<file path="src/rtl/temp_alarm_pkg.sv">
package temp_alarm_pkg;

  typedef enum logic [1:0] {
    MODE_DEFAULT = 2'b00,
    MODE_ONESHOT = 2'b01,
    MODE_COMPARE = 2'b10,
    MODE_ALTDEF  = 2'b11
  } alarmMode_e;

  // Per-cycle strobes passed from the comparison datapath to the control
  typedef struct packed {
    logic sample;    // a conversion result is present this cycle
    logic hotHit;    // reading strictly above hot limit (qualified by sample)
    logic coolHit;   // reading strictly below hysteresis limit (qualified by sample)
    logic clearReq;  // read or clear command, either one
    logic readReq;   // status register read
  } alarmStrobes_t;

endpackage

</file>
<file path="src/rtl/temp_alarm_dp.sv">
module temp_alarm_dp
  import temp_alarm_pkg::*;
#(
  parameter int TEMP_W     = 8,
  parameter bit SIGNED_CMP = 1'b1
) (
  input  logic              convDone,
  input  logic [TEMP_W-1:0] convTemp,
  input  logic [TEMP_W-1:0] hotLimit,
  input  logic [TEMP_W-1:0] hystLimit,
  input  logic              statusRead,
  input  logic              clearCmd,
  output alarmStrobes_t     strb
);

  logic aboveHot;
  logic belowHyst;

  generate
    if (SIGNED_CMP) begin : g_signedCmp
      assign aboveHot  = $signed(convTemp) > $signed(hotLimit);
      assign belowHyst = $signed(convTemp) < $signed(hystLimit);
    end else begin : g_unsignedCmp
      assign aboveHot  = convTemp > hotLimit;
      assign belowHyst = convTemp < hystLimit;
    end
  endgenerate

  always_comb begin
    strb.sample   = convDone;
    strb.hotHit   = convDone & aboveHot;
    strb.coolHit  = convDone & belowHyst;
    strb.clearReq = statusRead | clearCmd;
    strb.readReq  = statusRead;
  end

endmodule

</file>
<file path="src/rtl/temp_alarm_ctrl.sv">
module temp_alarm_ctrl
  import temp_alarm_pkg::*;
(
  input  logic          clk,
  input  logic          rstN,
  input  logic [1:0]    modeSel,
  input  alarmStrobes_t strb,
  output logic          irqOut,
  output logic          statusFlag
);

  logic       irqQ, irqNext;
  logic       armedQ, armedNext;
  logic       hotZoneQ, hotZoneNext;
  logic       statusQ, statusNext;
  alarmMode_e effMode;
  logic       fireOne;
  logic       fireDef;

  always_comb effMode = (modeSel == 2'b11) ? MODE_DEFAULT : alarmMode_e'(modeSel);

  assign fireOne = (effMode == MODE_ONESHOT) & strb.hotHit & armedQ;
  assign fireDef = strb.hotHit | (strb.sample & hotZoneQ & ~strb.coolHit);

  always_comb begin
    irqNext = irqQ;
    case (effMode)
      MODE_ONESHOT: begin
        if (fireOne)       irqNext = 1'b1;
        if (strb.clearReq) irqNext = 1'b0;
      end
      MODE_COMPARE: begin
        if (strb.sample)   irqNext = strb.hotHit;
        if (strb.clearReq && !strb.hotHit) irqNext = 1'b0;
      end
      default: begin
        if (strb.clearReq) irqNext = 1'b0;
        if (fireDef)       irqNext = 1'b1;
      end
    endcase
  end

  always_comb begin
    armedNext   = armedQ;
    hotZoneNext = hotZoneQ;
    if (strb.sample) begin
      armedNext   = strb.coolHit | (armedQ & ~fireOne);
      hotZoneNext = strb.hotHit | (hotZoneQ & ~strb.coolHit);
    end
  end

  always_comb begin
    statusNext = statusQ;
    if (strb.readReq) statusNext = 1'b0;
    if (strb.hotHit)  statusNext = 1'b1;
  end

  always_ff @(posedge clk) begin
    if (!rstN) begin
      irqQ     <= 1'b0;
      armedQ   <= 1'b1;
      hotZoneQ <= 1'b0;
      statusQ  <= 1'b0;
    end else begin
      irqQ     <= irqNext;
      armedQ   <= armedNext;
      hotZoneQ <= hotZoneNext;
      statusQ  <= statusNext;
    end
  end

  assign irqOut     = irqQ;
  assign statusFlag = statusQ;

  // a disarmed one-shot alarm with the line low stays low
  p_oneshot_silent_r4: assert property (@(posedge clk) disable iff (!rstN)
    (effMode == MODE_ONESHOT && !armedQ && !irqQ) |=> !irqOut);

  // a lone clear or read with no conversion always drops the line
  p_clear_drops_r8: assert property (@(posedge clk) disable iff (!rstN)
    (strb.clearReq && !strb.sample) |=> !irqOut);

  // with no conversion and no software strobe, the outputs hold
  p_quiet_hold_r2: assert property (@(posedge clk) disable iff (!rstN)
    (!strb.sample && !strb.clearReq) |=> ($stable(irqOut) && $stable(statusFlag)));

  // the comparator follows the hot compare when no clear is pending
  p_compare_follow_r7: assert property (@(posedge clk) disable iff (!rstN)
    (effMode == MODE_COMPARE && strb.sample && !strb.clearReq) |=> (irqOut == $past(strb.hotHit)));

  // any hot conversion leaves the status flag set
  p_status_sticky_r9: assert property (@(posedge clk) disable iff (!rstN)
    strb.hotHit |=> statusFlag);

  // a hot conversion in default mode always leaves the line set
  p_default_fire_r5: assert property (@(posedge clk) disable iff (!rstN)
    (effMode == MODE_DEFAULT && strb.hotHit) |=> irqOut);

endmodule

</file>
<file path="src/rtl/temp_alarm_irq.sv">
module temp_alarm_irq
  import temp_alarm_pkg::*;
#(
  parameter int TEMP_W     = 8,
  parameter bit SIGNED_CMP = 1'b1
) (
  input  logic              clk,
  input  logic              rstN,
  input  logic              convDone,
  input  logic [TEMP_W-1:0] convTemp,
  input  logic [TEMP_W-1:0] hotLimit,
  input  logic [TEMP_W-1:0] hystLimit,
  input  logic [1:0]        modeSel,
  input  logic              statusRead,
  input  logic              clearCmd,
  output logic              irqOut,
  output logic              statusFlag
);

  alarmStrobes_t strb;

  temp_alarm_dp #(
    .TEMP_W     (TEMP_W),
    .SIGNED_CMP (SIGNED_CMP)
  ) dp_i (
    .convDone   (convDone),
    .convTemp   (convTemp),
    .hotLimit   (hotLimit),
    .hystLimit  (hystLimit),
    .statusRead (statusRead),
    .clearCmd   (clearCmd),
    .strb       (strb)
  );

  temp_alarm_ctrl ctrl_i (
    .clk        (clk),
    .rstN       (rstN),
    .modeSel    (modeSel),
    .strb       (strb),
    .irqOut     (irqOut),
    .statusFlag (statusFlag)
  );

endmodule

</file>
<file path="config.mk">
export PLATFORM = sky130hd
export DESIGN_NAME = temp_alarm_irq
export DESIGN_NICKNAME = d
export VERILOG_FILES = /design/src/rtl/temp_alarm_pkg.sv /design/src/rtl/temp_alarm_dp.sv /design/src/rtl/temp_alarm_ctrl.sv /design/src/rtl/temp_alarm_irq.sv
export SDC_FILE = /design/constraint.sdc
export NUM_CORES = 1
export LEC_CHECK = 0
export BUFFER_PORTS_ARGS = -buffer_cell sky130_fd_sc_hd__buf_2
export CORE_MARGIN = 2
export CORE_UTILIZATION = 45
export CTS_CLUSTER_DIAMETER = 200
export DETAILED_ROUTE_END_ITERATION = 12
export PLACE_DENSITY = 0.78
export SYNTH_ARGS = -nofsm -noshare
export SYNTH_HDL_FRONTEND = slang
export SYNTH_SLANG_ARGS = --single-unit
</file>
<file path="constraint.sdc">
create_clock -name clk -period 2.5 [get_ports clk]
set_clock_uncertainty 0.05 [all_clocks]
set_input_delay 0.5 -clock clk [delete_from_list [all_inputs] [get_ports clk]]
set_output_delay 0.5 -clock clk [all_outputs]
set_load 0.05 [all_outputs]
</file>
==> impl_metrics.xml <==
<?xml version="1.0" encoding="UTF-8"?>
<metrics>
  <group name="hold_path">
    <metric name="worst_hold_path.endpoint" unit="">ctrl_i.armedQ</metric>
    <metric name="min_delay_path_depth" unit="">2</metric>
    <metric name="hold_class" unit="">primary input to flop</metric>
    <metric name="min_from" unit="">rstN</metric>
  </group>
  <group name="setup_path">
    <metric name="worstSetupStartpointType" unit="">primary input</metric>
    <metric name="r2r-end" unit="">ctrl_i.irqOut</metric>
    <metric name="critical_path_peak_fanout" unit="">4</metric>
    <metric name="critical-path-max-stage-delay" unit="ps">380</metric>
    <metric name="critical_path.reg2reg.startpoint" unit="">ctrl_i.hotZoneQ</metric>
    <metric name="kind_of_capture_point_of_the_worst_setup_path" unit="">flop</metric>
    <metric name="ff2ff_path_depth" unit="">6</metric>
    <metric name="critical_path_required" unit="ps">2580</metric>
    <metric name="cpMaxStageDelayCell" unit="">sky130_fd_sc_hd__or3_1</metric>
    <metric name="worst-r2r-setup-slack" unit="ps">740</metric>
    <metric name="critical-path-top-cell-by-count" unit="">sky130_fd_sc_hd__or3_1</metric>
    <metric name="crit_arrival" unit="ps">2340</metric>
    <metric name="worst-setup-path-type" unit="">primary input to flop</metric>
    <metric name="critical_path.cell_chain" unit="">buf_2 &gt; ha_1 &gt; nand4_1 &gt; or3_1 &gt; o221ai_1 &gt; a21oi_1 &gt; or3_1 &gt; a41o_1</metric>
  </group>
  <group name="logic_synthesis">
    <metric name="synth.avg_cell_area" unit="um^2">7.84</metric>
    <metric name="synth.net_count" unit="">134</metric>
    <metric name="synth_common_cells" unit="">sky130_fd_sc_hd__inv_1, sky130_fd_sc_hd__ha_1, sky130_fd_sc_hd__a21oi_1</metric>
    <metric name="asyncSetResetFlopFracSynth" unit="%">0</metric>
    <metric name="number_of_flops_mapped_to_enable_cells_by_yosys" unit="">0</metric>
    <metric name="synth_largest_type_area_fraction" unit="%">31.5</metric>
    <metric name="synth.most_common_cell" unit="">sky130_fd_sc_hd__inv_1</metric>
    <metric name="dominantRegCellSynth" unit="">sky130_fd_sc_hd__dfxtp_1</metric>
    <metric name="yosys_register_bits" unit="">4</metric>
    <metric name="post_synth_main_area_contributors" unit="">sky130_fd_sc_hd__ha_1, sky130_fd_sc_hd__dfxtp_1, sky130_fd_sc_hd__inv_1</metric>
    <metric name="post_synth_instance_area" unit="um^2">674</metric>
    <metric name="seq_area_frac_synth" unit="%">11.9</metric>
    <metric name="yosysWarnings" unit="">0</metric>
    <metric name="synth_cell_types" unit="">30</metric>
    <metric name="yosys.area.top_type" unit="">sky130_fd_sc_hd__ha_1</metric>
    <metric name="synthesis.instances" unit="">86</metric>
  </group>
  <group name="routing">
    <metric name="drt.antenna.violating_nets" unit="">0</metric>
    <metric name="first_pass_iters" unit="">4</metric>
    <metric name="average_vias_per_placed_instance" unit="">5.35</metric>
    <metric name="drt-initial-drc-count" unit="">12</metric>
    <metric name="totalWireLength" unit="mm">1.57</metric>
    <metric name="detailroute.via_count" unit="">728</metric>
    <metric name="drc_markers" unit="">0</metric>
    <metric name="routedWlPerCell" unit="um">11.5</metric>
  </group>
  <group name="floorplanning">
    <metric name="die_w" unit="um">42.7</metric>
    <metric name="floorplan.core_area" unit="um^2">1350</metric>
    <metric name="die_area" unit="um^2">1820</metric>
    <metric name="pin_count" unit="">33</metric>
    <metric name="num_rows" unit="">13</metric>
    <metric name="initial_core_util" unit="%">50.0</metric>
    <metric name="floorplan.die.height" unit="um">42.7</metric>
  </group>
  <group name="sta">
    <metric name="setup_viol" unit="">0</metric>
    <metric name="timing_hold_violations_final" unit="">0</metric>
    <metric name="slew_headroom" unit="%">70.4</metric>
    <metric name="clock.fmax" unit="MHz">442</metric>
    <metric name="maxSlewViolCount" unit="">0</metric>
    <metric name="period_utilisation_layout" unit="%">90.5</metric>
    <metric name="fin_ws" unit="ps">238</metric>
    <metric name="rsz_0062_raised_after_global_routing" unit="">no</metric>
    <metric name="tightest_slew" unit="ps">439</metric>
    <metric name="min_period" unit="ps">2260</metric>
  </group>
  <group name="finish">
    <metric name="num-fill-cells" unit="">124</metric>
    <metric name="antenna_cells" unit="">0</metric>
    <metric name="final_core_util" unit="%">64.9</metric>
    <metric name="flow.area_growth_from_synthesis" unit="%">29.9</metric>
    <metric name="layout_cell_share_with_drive_strength_beyond_1" unit="%">32.2</metric>
    <metric name="finish.net_count" unit="">171</metric>
  </group>
  <group name="outcome">
    <metric name="outcome" unit="">complete, no violations</metric>
  </group>
  <group name="placement">
    <metric name="port-buffer-count" unit="">32</metric>
    <metric name="routabilityCongestion" unit="">0.877</metric>
    <metric name="pre_cts_ws" unit="ps">-1.66</metric>
    <metric name="place.detailed.hpwl" unit="mm">1.39</metric>
  </group>
  <group name="clock_network">
    <metric name="numClockSinks" unit="">4</metric>
    <metric name="postCtsSetupBuffers" unit="">0</metric>
    <metric name="cts_tree" unit="">done</metric>
    <metric name="clockBufferDepth" unit="">2</metric>
    <metric name="cts_root_buf" unit="">sky130_fd_sc_hd__clkbuf_4</metric>
    <metric name="cts_hold_buf" unit="">0</metric>
    <metric name="cts_buffers" unit="">3</metric>
    <metric name="clock_tree.htree_level_count" unit="">1</metric>
    <metric name="ctsResizeCount" unit="">0</metric>
    <metric name="clock_transition_time_at_the_flip_flop_clock_pins_of_the_worst_setup_and_hold_paths" unit="ps">40</metric>
    <metric name="insertion_delay_to_the_later_sink_of_the_worst_skew_pair" unit="ps">240</metric>
  </group>
  <group name="global_routing">
    <metric name="gr-total-overflow" unit="">0</metric>
    <metric name="first_global_vias" unit="">746</metric>
    <metric name="grt_first_pass_wirelength" unit="mm">2.88</metric>
    <metric name="grt_antenna_before_repair" unit="">0</metric>
    <metric name="largest_net_degree_at_the_start_of_global_routing" unit="">7</metric>
    <metric name="groute.usage.overall" unit="%">20.2</metric>
  </group>
  <group name="run">
    <metric name="cap_viol_max_count" unit="">0</metric>
  </group>
  <group name="power">
    <metric name="power.leakage" unit="nW">0.515</metric>
    <metric name="vdd_drop_max" unit="mV">0.347</metric>
    <metric name="power_density" unit="nW/um^2">335</metric>
  </group>
</metrics>
per-layer routing:
metal	track usage [%]	vias up	wire (um)
met5	0	-	0
met4	5.63	0	12
met3	7.66	2	119
met2	34.8	25	758
met1	23.0	321	676
li1	-	380	-
worst max path at each step:
stage,from,end,slack (ps),cells past startpoint
4_1_cts,convTemp[7],ctrl_i.irqOut,240,8
6_report,convTemp[7],ctrl_i.irqOut,240,8
3_5_place_dp,convTemp[7],ctrl_i.irqOut,-2,8
5_1_grt,hystLimit[7],ctrl_i.irqOut,150,9
2_1_floorplan,hystLimit[7],ctrl_i.irqOut,280,8
3_3_place_gp,convTemp[7],ctrl_i.irqOut,80,8
power by group:
group | switching [mW] | internal (mW) | total (mW)
clock | 0.0266 | 0.0537 | 0.0802
sequential | 0.00295 | 0.0702 | 0.0732
combinational | 0.0753 | 0.0651 | 0.140
total | 0.105 | 0.189 | 0.294
kinds of logic (layout without fill, tap and decap cells):
kind of cell               after synthesis  count (layout)  synth area share [%]
and+or+nand+nor                         24              24                  22.4
buffers and inverters                   18              53                  10.0
DFF                                      4               4                  11.9
adders and majority gates               17              17                  31.5
AOI/OAI and AO/OA                       23              23                  24.1
flip-flops by register name, summed over array words and instances, names as in the netlist:
name               count
ctrl_i.armedQ          1
ctrl_i.statusFlag      1
ctrl_i.irqOut          1
ctrl_i.hotZoneQ        1
through the flow:
stage	hold WS, ps	instances	area [um^2]	power [mW]	setup TNS, ps
global placement	430	133	853	0.209	0
CTS	420	136	876	0.297	0
global route	424	136	876	0.325	0
detailed placement	433	133	853	0.214	-1.66
finish	425	136	876	0.294	0
floorplan	387	86	674	0.165	0
placed cells by master, fill, tap and decap left out, types with 3 or more instances in the layout:
cell	instances
sky130_fd_sc_hd__ha_1	17
sky130_fd_sc_hd__dfxtp_1	4
sky130_fd_sc_hd__nor2b_1	4
sky130_fd_sc_hd__nand2_1	3
sky130_fd_sc_hd__o21ai_0	3
sky130_fd_sc_hd__a21oi_1	6
sky130_fd_sc_hd__inv_1	18
sky130_fd_sc_hd__clkbuf_4	3
sky130_fd_sc_hd__buf_2	32
critical path: cells and delay by family:
| kind | cells | cell delay, ps |
|---|---|---|
| and+or+nand+nor | 3 | 860 |
| buffers and inverters | 1 | 110 |
| adders and majority gates | 1 | 320 |
| AOI/OAI and AO/OA | 3 | 550 |
layout make-up:
type | instances | area (um^2) | share of cell area (%)
clock buffers | 3 | 22.5 | 2.57
inverters | 18 | 67.6 | 7.71
multi-input cells | 64 | 527 | 60.1
flip-flops and latches | 4 | 80.1 | 9.14
well taps | 15 | 18.8 | 2.14
repair buffers | 32 | 160 | 18.3
No activity file was read; power rests on OpenSTA's default activity.
